`src/rtl/iddq_classifier_pkg.sv`:
```
package iddq_classifier_pkg;

  typedef enum logic [1:0] {
    VD_GOOD   = 2'b00,
    VD_DEFECT = 2'b01,
    VD_WAIT   = 2'b10,
    VD_ABORT  = 2'b11
  } verdict_t;

  localparam int NUM_LIMITS = 7;
  localparam int LIM_RAW_LO  = 0;
  localparam int LIM_RAW_HI  = 1;
  localparam int LIM_DIF_LO  = 2;
  localparam int LIM_DIF_HI  = 3;
  localparam int LIM_HIST    = 4;
  localparam int LIM_RAW_AB  = 5;
  localparam int LIM_DIF_AB  = 6;

  // strobes from control to datapath
  typedef struct packed {
    logic clearDev;
    logic accumulate;
  } dpCtrl_t;

  // comparison results from datapath to control
  typedef struct packed {
    logic rawOverLo;
    logic rawOverHi;
    logic difOverLo;
    logic difOverHi;
    logic abortHit;
    logic histFail;
  } dpStat_t;

endpackage

```
`src/rtl/iddq_classifier_dp.sv`:
```
module iddq_classifier_dp
  import iddq_classifier_pkg::*;
#(
  parameter int DATA_W        = 12,
  parameter int ABORT_DEFAULT = 1000,
  parameter int ADDR_W        = 3
) (
  input  logic              clk,
  input  logic              rst_n,
  input  dpCtrl_t           ctrl,
  input  logic              cfgWe,
  input  logic [ADDR_W-1:0] cfgAddr,
  input  logic [DATA_W-1:0] cfgData,
  input  logic [DATA_W-1:0] rawCurr,
  input  logic [DATA_W-1:0] deltaCurr,
  input  logic [DATA_W-1:0] histPeak,
  output dpStat_t           stat
);

  localparam logic [DATA_W-1:0] ABORT_RST = DATA_W'(ABORT_DEFAULT);

  logic [DATA_W-1:0] cfgReg    [NUM_LIMITS];
  logic [DATA_W-1:0] activeLim [NUM_LIMITS];
  logic [DATA_W-1:0] rawMax, difMax;
  logic [DATA_W-1:0] deltaMag;
  logic [DATA_W-1:0] nextRawMax, nextDifMax;

  // programmable bank plus per-device latched copy
  for (genvar i = 0; i < NUM_LIMITS; i++) begin : g_limit
    localparam logic [DATA_W-1:0] RST_VAL =
      (i == LIM_RAW_AB || i == LIM_DIF_AB) ? ABORT_RST : '0;

    always_ff @(posedge clk or negedge rst_n) begin
      if (!rst_n) begin
        cfgReg[i] <= RST_VAL;
      end else if (cfgWe && (cfgAddr == ADDR_W'(i))) begin
        cfgReg[i] <= cfgData;
      end
    end

    always_ff @(posedge clk or negedge rst_n) begin
      if (!rst_n) begin
        activeLim[i] <= RST_VAL;
      end else if (ctrl.clearDev) begin
        activeLim[i] <= cfgReg[i];
      end
    end
  end

  // two's complement magnitude; the most negative code maps to 2^(DATA_W-1)
  always_comb begin
    if (deltaCurr[DATA_W-1]) begin
      deltaMag = ~deltaCurr + DATA_W'(1);
    end else begin
      deltaMag = deltaCurr;
    end
  end

  always_comb begin
    nextRawMax = rawMax;
    nextDifMax = difMax;
    if (ctrl.accumulate) begin
      if (rawCurr > rawMax)  nextRawMax = rawCurr;
      if (deltaMag > difMax) nextDifMax = deltaMag;
    end
  end

  always_ff @(posedge clk or negedge rst_n) begin
    if (!rst_n) begin
      rawMax <= '0;
      difMax <= '0;
    end else if (ctrl.clearDev) begin
      rawMax <= '0;
      difMax <= '0;
    end else begin
      rawMax <= nextRawMax;
      difMax <= nextDifMax;
    end
  end

  always_comb begin
    stat.rawOverLo = nextRawMax > activeLim[LIM_RAW_LO];
    stat.rawOverHi = nextRawMax > activeLim[LIM_RAW_HI];
    stat.difOverLo = nextDifMax > activeLim[LIM_DIF_LO];
    stat.difOverHi = nextDifMax > activeLim[LIM_DIF_HI];
    stat.abortHit  = (rawCurr > activeLim[LIM_RAW_AB]) ||
                     (deltaMag > activeLim[LIM_DIF_AB]);
    stat.histFail  = histPeak > activeLim[LIM_HIST];
  end

endmodule

```
`src/rtl/iddq_classifier_ctrl.sv`:
```
module iddq_classifier_ctrl
  import iddq_classifier_pkg::*;
(
  input  logic       clk,
  input  logic       rst_n,
  input  logic       devStart,
  input  logic       sampleValid,
  input  logic       lastPattern,
  input  logic       histValid,
  input  dpStat_t    stat,
  output dpCtrl_t    ctrl,
  output logic [1:0] verdict,
  output logic       verdictValid,
  output logic       abortReq
);

  typedef enum logic [1:0] {
    ST_IDLE = 2'd0,
    ST_RUN  = 2'd1,
    ST_HIST = 2'd2
  } state_t;

  state_t   state;
  verdict_t endCode;
  verdict_t histCode;

  assign ctrl.clearDev   = devStart;
  assign ctrl.accumulate = (state == ST_RUN) && sampleValid && !devStart;

  // escalation: raw limits, then difference limits, then histogram
  always_comb begin
    if (stat.rawOverHi) begin
      endCode = VD_DEFECT;
    end else if (!stat.rawOverLo) begin
      endCode = VD_GOOD;
    end else if (stat.difOverHi) begin
      endCode = VD_DEFECT;
    end else if (!stat.difOverLo) begin
      endCode = VD_GOOD;
    end else begin
      endCode = VD_WAIT;
    end
    histCode = stat.histFail ? VD_DEFECT : VD_GOOD;
  end

  always_ff @(posedge clk or negedge rst_n) begin
    if (!rst_n) begin
      state        <= ST_IDLE;
      verdict      <= VD_GOOD;
      verdictValid <= 1'b0;
      abortReq     <= 1'b0;
    end else begin
      verdictValid <= 1'b0;
      abortReq     <= 1'b0;
      if (devStart) begin
        state <= ST_RUN;
      end else begin
        unique case (state)
          ST_RUN: begin
            if (sampleValid) begin
              if (stat.abortHit) begin
                verdict      <= VD_ABORT;
                verdictValid <= 1'b1;
                abortReq     <= 1'b1;
                state        <= ST_IDLE;
              end else if (lastPattern) begin
                verdict      <= endCode;
                verdictValid <= 1'b1;
                state        <= (endCode == VD_WAIT) ? ST_HIST : ST_IDLE;
              end
            end
          end
          ST_HIST: begin
            if (histValid) begin
              verdict      <= histCode;
              verdictValid <= 1'b1;
              state        <= ST_IDLE;
            end
          end
          default: state <= ST_IDLE;
        endcase
      end
    end
  end

endmodule

```
`src/rtl/iddq_classifier.sv`:
```
module iddq_classifier
  import iddq_classifier_pkg::*;
#(
  parameter int DATA_W        = 12,
  parameter int ABORT_DEFAULT = 1000
) (
  input  logic              clk,
  input  logic              rst_n,
  input  logic              cfgWe,
  input  logic [2:0]        cfgAddr,
  input  logic [DATA_W-1:0] cfgData,
  input  logic              devStart,
  input  logic              sampleValid,
  input  logic [DATA_W-1:0] rawCurr,
  input  logic [DATA_W-1:0] deltaCurr,
  input  logic              lastPattern,
  input  logic              histValid,
  input  logic [DATA_W-1:0] histPeak,
  output logic [1:0]        verdict,
  output logic              verdictValid,
  output logic              abortReq
);

  dpCtrl_t dpCtrl;
  dpStat_t dpStat;

  iddq_classifier_dp #(
    .DATA_W       (DATA_W),
    .ABORT_DEFAULT(ABORT_DEFAULT),
    .ADDR_W       (3)
  ) u_dp (
    .clk      (clk),
    .rst_n    (rst_n),
    .ctrl     (dpCtrl),
    .cfgWe    (cfgWe),
    .cfgAddr  (cfgAddr),
    .cfgData  (cfgData),
    .rawCurr  (rawCurr),
    .deltaCurr(deltaCurr),
    .histPeak (histPeak),
    .stat     (dpStat)
  );

  iddq_classifier_ctrl u_ctrl (
    .clk         (clk),
    .rst_n       (rst_n),
    .devStart    (devStart),
    .sampleValid (sampleValid),
    .lastPattern (lastPattern),
    .histValid   (histValid),
    .stat        (dpStat),
    .ctrl        (dpCtrl),
    .verdict     (verdict),
    .verdictValid(verdictValid),
    .abortReq    (abortReq)
  );

endmodule

```
`config.mk`:
```
export PLATFORM = sky130hd
export DESIGN_NAME = iddq_classifier
export DESIGN_NICKNAME = d
export VERILOG_FILES = /design/src/rtl/iddq_classifier_pkg.sv /design/src/rtl/iddq_classifier_dp.sv /design/src/rtl/iddq_classifier_ctrl.sv /design/src/rtl/iddq_classifier.sv
export SDC_FILE = /design/constraint.sdc
export NUM_CORES = 1
export LEC_CHECK = 0
export ABC_AREA = 1
export CORE_MARGIN = 3
export CORE_UTILIZATION = 41
export CTS_BUF_LIST = sky130_fd_sc_hd__clkbuf_4 sky130_fd_sc_hd__clkbuf_8 sky130_fd_sc_hd__clkbuf_16
export CTS_CLUSTER_SIZE = 20
export DETAILED_ROUTE_END_ITERATION = 10
export PLACE_DENSITY = 0.64
export SLEW_MARGIN = 10
export SYNTH_ARGS = -nofsm -noshare
export SYNTH_HDL_FRONTEND = slang
export SYNTH_SLANG_ARGS = --single-unit
export TNS_END_PERCENT = 5
```
`constraint.sdc`:
```
create_clock -name clk -period 2.6 [get_ports clk]
set_input_delay 0.26 -clock clk [delete_from_list [all_inputs] [get_ports clk]]
set_output_delay 0.26 -clock clk [all_outputs]
set_load 0.05 [all_outputs]
```
# Yosys cells after proc, flatten, opt, wreduce, memory -nomap -nowiden
# Index checks and enable logic that the tools add are counted.
# totals
register_bits,198
output_inout_bits,4
elab_cells,96
inputBits,58
# classes
add_sub_neg,1
reduce_logical,15
magnitude_cmp,9
eq_ne,15
n_mux,34
bitwise,2
# op_table
operator,n
12-bit greater-than comparator,9
12-bit two-way mux,7
2-bit two-way mux,14
12-bit by 1-bit adder with 12-bit output (second input constant),1
12-bit NOT,1
1-bit two-way mux,10
3-bit equality test (second input constant),3
1-bit logical AND,9
3-bit inequality test (second input constant),3
2-bit one-hot mux with 2 select lines,2
3-bit by 2-bit equality test with 1-bit output (second input constant),2
5-bit AND reduction,1
2-bit equality test (second input constant),2
2-bit inequality test (second input constant),2
4-bit inequality test (second input constant),1
3-bit by 1-bit equality test with 1-bit output (second input constant),1
3-bit zero test,1
3-bit AND reduction,1
2-bit by 1-bit equality test with 1-bit output (second input constant),1
1-bit one-hot mux with 2 select lines,1
2-bit nonzero test,1
1-bit zero test,1
1-bit logical OR,1
1-bit NOT,1

# Logic depth before layout (Yosys ltp)
# Gate-level depths: netlist (run 1).
# depth
depth_word,18
mapped_depth,32
depth_no_buf,32

# Modules after synthesis
# From an unflattened synthesis (run 1), not the netlist that was laid out.
# hier_totals
hier_cells,1255
hier_area_um2,10677.7
# modules_own_cells
module,area_per_inst_um2,n_inst,cells_each
iddq_classifier_dp,10264.8,1,1191
iddq_classifier_ctrl,412.9,1,64

# Worst setup path after synthesis (run 1)
# OpenSTA, ideal clock, no wires.
# synth_timing
path_type,input to register
startpoint,in deltaCurr[3]
endpoint,reg u_ctrl.verdict[1]
stages,31
setup_ps,77
arrival_time_ps,3310
required_ps,2523
slack_ps,-787
path_buffers,1
path_cell_list,nor2_1 -> nand2_1 -> nor2_1 -> nand2_1 -> nand2_1 -> o21ai_0 -> xor2_1 -> ha_1 -> nand4_1 -> nor3_2 -> nand3_1 -> nand2_1 -> inv_1 -> nand2_1 -> buf_2 -> nand2_1 -> o21ai_1 -> inv_1 -> ha_1 -> nand2_1 -> nor2_1 -> nand2_1 -> nor2_1 -> nand2_1 -> nand3_1 -> nand2_1 -> nor2_1 -> nand2_1 -> nand2_1 -> nand2_1 -> o21ai_1
# synth_via
elab_chain_len,15
elab_cells_between_ends,20
# synth_rtl
element,line_no,source
start: declaration,iddq_classifier.sv:15,"input logic [DATA_W-1:0] deltaCurr,"
12-bit NOT,iddq_classifier_dp.sv:53,deltaMag = ~deltaCurr + DATA_W'(1);
12-bit by 1-bit adder with 12-bit output,iddq_classifier_dp.sv:53,
12-bit two-way mux (*),iddq_classifier_dp.sv:52,if (deltaCurr[DATA_W-1]) begin
12-bit greater-than comparator,iddq_classifier_dp.sv:64,if (deltaMag > difMax) nextDifMax = deltaMag;
12-bit two-way mux,iddq_classifier_dp.sv:64,
12-bit two-way mux,iddq_classifier_dp.sv:62,if (ctrl.accumulate) begin
12-bit greater-than comparator,iddq_classifier_dp.sv:84,stat.difOverLo = nextDifMax > activeLim[LIM_DIF_LO];
2-bit two-way mux,iddq_classifier_ctrl.sv:38,end else if (!stat.difOverLo) begin
2-bit two-way mux,iddq_classifier_ctrl.sv:36,end else if (stat.difOverHi) begin
2-bit two-way mux,iddq_classifier_ctrl.sv:34,end else if (!stat.rawOverLo) begin
2-bit two-way mux,iddq_classifier_ctrl.sv:32,if (stat.rawOverHi) begin
2-bit two-way mux,iddq_classifier_ctrl.sv:66,end else if (lastPattern) begin
2-bit two-way mux,iddq_classifier_ctrl.sv:61,if (stat.abortHit) begin
2-bit two-way mux,iddq_classifier_ctrl.sv:60,if (sampleValid) begin
2-bit one-hot mux with 2 select lines,iddq_classifier_ctrl.sv:58,unique case (state)
end signal: assignment,iddq_classifier_ctrl.sv:67,verdict <= endCode;
end signal: assignment,iddq_classifier_ctrl.sv:75,verdict <= histCode;
end: declaration,iddq_classifier_ctrl.sv:12,"output logic [1:0] verdict,"
# Mark *: on every way between the ends. The rest lies on a longest branch, timed or not. The select of a mux whose other input is x is not followed.
# A chain may end at the register's enable or synchronous reset.

# Final worst setup path (run 1)
# layout_timing
startpoint,in deltaCurr[4]
endpoint,reg u_ctrl.verdict[1]
# The elaborated chain is that of the path after synthesis.

==> reports/results.txt, run 1 <==
Slew @ Worst Pin: 1.02 ns
Boundary Pins: 62
Sum Neg Setup Slack: -2.34 ns
clock root buffer: clkbuf_16
critical path peak fanout: 5
FMAX: 292 MHz
Final ANT Viol Nets: 0
Reg-to-Reg Start: u_dp.rawMax[9]
placed insts: 1,739
top cells by area, synth: dfrtp_1 41%, nand2_1 13%, ha_1 13%
Final period util: 132%
Gate Count Post-Synth: 1,291
gpl congestion: 0.879
dpl ws: -1.70 ns
Longest Clk Path Bufs: 2
syn avg cell area: 8.21 um2
worst hold path type: in -> async
RR Endpoint: u_ctrl.verdict[1]
final core occ: 52.0%
total grt overflow: 0
Crit. Startpoint: deltaCurr[4]
max cap viols: 0
Synthesized Nets: 1,460
setup violators final: 3
post-synthesis sequential area ratio: 47.0%
ys async rst share: 100%
# DRC: 0
status: finished, violations left
R2R depth: 24
Crit path top cell by count: nand2_1
ys flop type: dfrtp_1
worst skew pair latency: 0.43 ns
Leakage: 6.84 nW
PD cells: 693 nW/um2
I/O Buffers: 61
failing checks: setup timing
initial antenna violation count: 1
crit path to: u_ctrl.verdict[1]
post-DP HPWL: 18,300 um
pin count of the biggest net entering global routing: 105
layout cells sized above 1: 15.1%
Post-Route Skew: 0.00899 ns
Overall Power: 9.13 mW
Post-synth EDFFs: 0
die span in y: 167 um
die area: 27,800 um2
Slew Limit Headroom: 31.8%
final WL: 25,700 um
Vias/cell: 4.82
Worst path max stage delay: 0.31 ns
register-to-register setup slack: -0.64 ns
Layout Area Growth over Synthesis: 24.2%
FP Rows: 58
fin cells: 1,785
CP Launch Type: input port
mapped cell area: 10,600 um2
Yosys cell types: 30
kind of critical path: in -> reg
yosys warns: 0
Initial Util: 41.8%
gr usage total: 18.5%
Sink Count: 198
die width: 167 um
CTS buffer count: 17
htree depth: 4
Worst-path clk slew: 0.08 ns
drt first-iter violations: 627
minimum clock period: 3.42 ns
#FFs+latches synth: 198
WP data arrival: 3.78 ns
most frequent cell after synthesis: nand2_1
Hold Vio Cnt, Final: 0
post-route setup slack: -0.822 ns
Ant. Diodes: 0
nets: 1,611
DR WL/cell: 14.4 um
Core ar.: 25,300 um2
number of global-route vias before repair: 8,062
CP max stage cell: ha_1
Crit. End Element: flop
Yosys top cell area share: 41.1%
first-pass GRT wire length: 41,400 um
maximum vdd drop: 0.410 mV
drt pass-1 iters: 5
Crit path required time: 2.96 ns
most common library cells after synthesis: 371 x nand2_1, 201 x inv_1, 176 x o21ai_0, 174 x dfrtp_1, 111 x ha_1
vias post-DR: 8,603
Max Slew Vio Count: 0
Synth area leader: dfrtp_1
RSZ-0062 raised after global routing: yes
CTS tree: done
-- flip-flops by register name, summed over array words and instances (netlist names) --
register and flops:
u_dp.activeLim 84, u_dp.cfgReg 84, u_dp.difMax 12, u_dp.rawMax 12, u_ctrl.state 2, u_ctrl.verdict 2
u_ctrl.abortReq 1, u_ctrl.verdictValid 1
-- kinds of logic (layout without fill, tap and decap cells) --
| logic type | after synthesis | in the layout | synth area share [%] |
|---|---|---|---|
| AO/OA/AOI/OAI | 244 | 244 | 11.9 |
| XOR/XNOR | 9 | 9 | 0.744 |
| adder cells (fa/ha/maj) | 111 | 111 | 13.1 |
| buffers and inverters | 242 | 406 | 8.85 |
| flip-flops | 198 | 198 | 47.0 |
| AND/OR/NAND/NOR | 487 | 487 | 18.3 |
-- timing repair --
item | in CTS | in global routing
pin swaps | 5 | 36
hold buffers | 1 | 0
setup buffers | 1 | 10
gates resized for setup | 20 | 60
setup endpoints to repair | 16 | 14
gates cloned | 0 | 2
hold endpoints to repair | 63 | 0
-- critical path, delay by kind of cell --
kind	cells	cell delay, ns
buffers and inverters	5	0.47
XOR/XNOR	1	0.16
AND/OR/NAND/NOR	18	1.75
adder cells (fa/ha/maj)	2	0.61
AO/OA/AOI/OAI	4	0.53
-- stage by stage --
stage | area, um2 | hold WS [ns]
2_1_floorplan | 10600 | -0.0356
3_3_place_gp | 12200 | 0.325
3_5_place_dp | 12200 | 0.323
4_1_cts | 12900 | 0.402
5_1_grt | 13200 | 0.425
6_report | 13200 | 0.391
-- layout make-up --
cell class                      count  area [um2]
Inverter                          201         754
Timing Repair Buffer              173        1520
Clock inverter                     14         155
Clock buffer                       18         439
Fill cell                        2353       12200
Sequential cell                   198        4980
Tap cell                          330         413
Multi-Input combinational cell    851        4900
-- metal layers --
metal / GRT usage (%) / share of wire [%] / up-vias
li1: - / - / 4388
met1: 28.1 / 50 / 4036
met2: 27.8 / 44 / 158
met3: 3.04 / 4.3 / 21
met4: 4.09 / 1.2 / 0
met5: 0 / 0 / -
-- report_power, final --
part | internal, mW | switching, mW | total (mW)
clock | 1.40 | 1.29 | 2.69
combinational | 1.05 | 1.51 | 2.56
sequential | 3.65 | 0.226 | 3.88
total | 6.10 | 3.03 | 9.13
-- placed cells by master (no fill, tap or decap), types with 4 or more instances in the layout --
cell type	n
ha_4	5
dfstp_2	24
a21oi_1	40
nand2_2	6
xnor2_1	4
inv_6	4
o21ai_4	4
nand3_1	17
o21ai_1	5
nor2_2	4
o21a_1	5
nand3b_1	11
inv_2	8
clkbuf_2	4
clkbuf_16	18
inv_1	193
o21ai_2	7
a21o_1	4
dlymetal6s2s_1	5
clkinv_4	4
nand2_1	364
nor2_1	62
ha_1	106
o21ai_0	172
nand4_1	9
buf_4	106
clkdlybuf4s50_1	48
xor2_1	4
dfrtp_1	174
-- worst min-delay path by stage --
stage               depth (start not counted)  slack, ns         endpoint   startpoint
floorplan                                   0      -0.04  u_ctrl.abortReq        rst_n
global placement                            1       0.33   u_dp.difMax[0]        rst_n
detailed placement                          1       0.32   u_dp.difMax[0]        rst_n
CTS                                         3       0.40  u_ctrl.abortReq  sampleValid
global route                                3       0.43  u_ctrl.abortReq  sampleValid
finish                                      2       0.39   u_dp.cfgReg[1]        rst_n
Power figures use the tool's default switching activity.
==> run 2: changes to the inputs <==
--- a/config.mk
+++ b/config.mk
@@ -12,6 +12,7 @@
 export CTS_CLUSTER_SIZE = 20
 export DETAILED_ROUTE_END_ITERATION = 10
 export PLACE_DENSITY = 0.64
+export RECOVER_POWER = 100
 export SLEW_MARGIN = 10
 export SYNTH_ARGS = -nofsm -noshare
 export SYNTH_HDL_FRONTEND = slang
==> run 2 against run 1 <==
Net effect:
- the run ends with capacitance limit, slew limit, setup timing left
- global-route usage is the same
- sequential power is essentially flat
- design area down 0.43%
- cell count unchanged
- combinational power barely moved
- fmax increased by 0.10%
- clock skew rose by 0.0016 ns
- worst hold slack improved by 0.030 ns
- largest cell class unchanged
==> reports/results.txt, run 2 (synthesis gave the netlist of run 1 again) <==
Max Slew Vio Count: 74
first-pass GRT wire length: 41,400 um
CP max stage cell: ha_1
filler cell count: 2,371
htree depth: 4
final core occ: 51.8%
initial antenna violation count: 1
most frequent cells in the layout: 364 x nand2_1, 193 x inv_1, 174 x dfrtp_1
gpl congestion: 0.879
Post-Route Skew: 0.0106 ns
drt pass-1 iters: 5
RSZ-0062 raised after global routing: yes
nets: 1,611
Hold Worst Slack: 0.420 ns
total grt overflow: 0
post-route setup slack: -0.819 ns
CTS tree: done
Global Route met2 Usage: 27.8%
Longest Clk Path Bufs: 2
Worst path max stage delay: 0.31 ns
pin count of the biggest net entering global routing: 105
number of global-route vias before repair: 8,062
Placed Instance Area: 12,200 um2
CP Launch Type: input port
Slew @ Worst Pin: 1.88 ns
Final ANT Viol Nets: 0
die span in y: 167 um
Sink Count: 198
met3 capacity usage during global routing: 3.04%
maximum vdd drop: 0.414 mV
Leakage: 6.81 nW
worst skew pair latency: 0.44 ns
Ant. Diodes: 0
placed insts: 1,739
minimum clock period: 3.42 ns
setup violators final: 3
met1 usage: 28.1%
Vias/cell: 4.82
Top Registers: u_dp.activeLim: 84 flops, u_dp.cfgReg: 84 flops
gr usage total: 18.5%
drt first-iter violations: 598
commonest non-fill, non-tap cell in the layout: nand2_1
final WL: 25,700 um
status: finished, violations left
Layout Area Growth over Synthesis: 23.7%
Crit path top cell by count: nand2_1
critical path peak fanout: 5
max cap viols: 1
DR WL/cell: 14.4 um
Slew Limit Headroom: -25.6%
Crit. End Element: flop
Core ar.: 25,300 um2
Hold Vio Cnt, Final: 0
fin cells: 1,785
vias post-DR: 8,595
busiest grt layer: met1
CTS buffer count: 17
PD cells: 695 nW/um2
post-DP HPWL: 18,300 um
WP data arrival: 3.78 ns
# DRC: 0
FMAX: 293 MHz
Boundary Pins: 62
clock root buffer: clkbuf_16
Worst-path clk slew: 0.08 ns
failing checks: capacitance limit, slew limit, setup timing
die width: 167 um
Overall Power: 9.11 mW
Design Area, Final: 13,100 um2
Crit path required time: 2.96 ns
Initial Util: 41.8%
layout cells sized above 1: 14.6%
FP Rows: 58
kind of critical path: in -> reg
worst hold path type: in -> reg
I/O Buffers: 61
die area: 27,800 um2
Final period util: 131%
[run 2: changes by cell type in the layout (fill, tap and decap cells not counted), sizes merged]
cell | before | now
buf | 113 | 98
dlygate4sd3 | 1 | 7
clkbuf | 24 | 39
clkdlybuf4s50 | 48 | 42
[run 2: layer usage]
layer	wire length, um	vias up
met5	0	-
met4	299	0
met3	1010	19
met2	11300	146
met1	13100	4040
li1	-	4390
[run 2: worst max-delay path: cells and delay by family]
family                   cells  cell delay, ns
XOR/XNOR                     1            0.16
AND/OR/NAND/NOR             18            1.75
adder cells (fa/ha/maj)      2            0.61
buffers and inverters        5            0.47
AO/OA/AOI/OAI                4            0.53
[run 2: worst paths after layout]
path                       slack, ns  cells past startpoint                  to            start
max in group asynchronous       0.33                      3     u_dp.cfgReg[17]            rst_n
setup / recovery               -0.82                     30   u_ctrl.verdict[1]     deltaCurr[4]
hold reg to reg                 0.48                      2  u_dp.activeLim[54]  u_dp.cfgReg[54]
min in group asynchronous       0.86                      2      u_dp.cfgReg[1]            rst_n
hold / removal                  0.42                      3     u_ctrl.abortReq      sampleValid
setup reg to reg               -0.64                     24   u_ctrl.verdict[1]   u_dp.rawMax[9]
[run 2: area by class of cell]
type / count / area, um2 / area share, %
Clock buffer: 18 / 439 / 3.35
Sequential cell: 198 / 4980 / 38.0
Clock inverter: 14 / 155 / 1.18
Multi-Input combinational cell: 851 / 4900 / 37.4
Tap cell: 330 / 413 / 3.15
Timing Repair Buffer: 173 / 1460 / 11.1
Inverter: 201 / 754 / 5.76
[run 2: per-stage QoR]
| stage | setup slack [ns] | TNS (ns) |
|---|---|---|
| final | -0.819 | -2.34 |
| after global routing | -1.10 | -3.47 |
| after CTS | -0.902 | -2.61 |
| after detailed placement | -1.70 | -12.71 |
| after global placement | -1.52 | -10.16 |
| after floorplan | -0.717 | -2.04 |
[run 2: power breakdown]
group          internal [mW]  total [mW]  switching, mW
Combinational           1.03        2.54           1.50
Clock                   1.40        2.69           1.30
Sequential              3.65        3.88          0.226
Total                   6.08        9.11           3.03
[run 2: timing repair]
item,CTS,global route
setup buffers,1,10
pin swaps,5,36
hold buffers,1,0
gates resized for setup,20,60
endpoints found under the setup margin,16,14
gates cloned,0,2
endpoints found under the hold margin,63,0
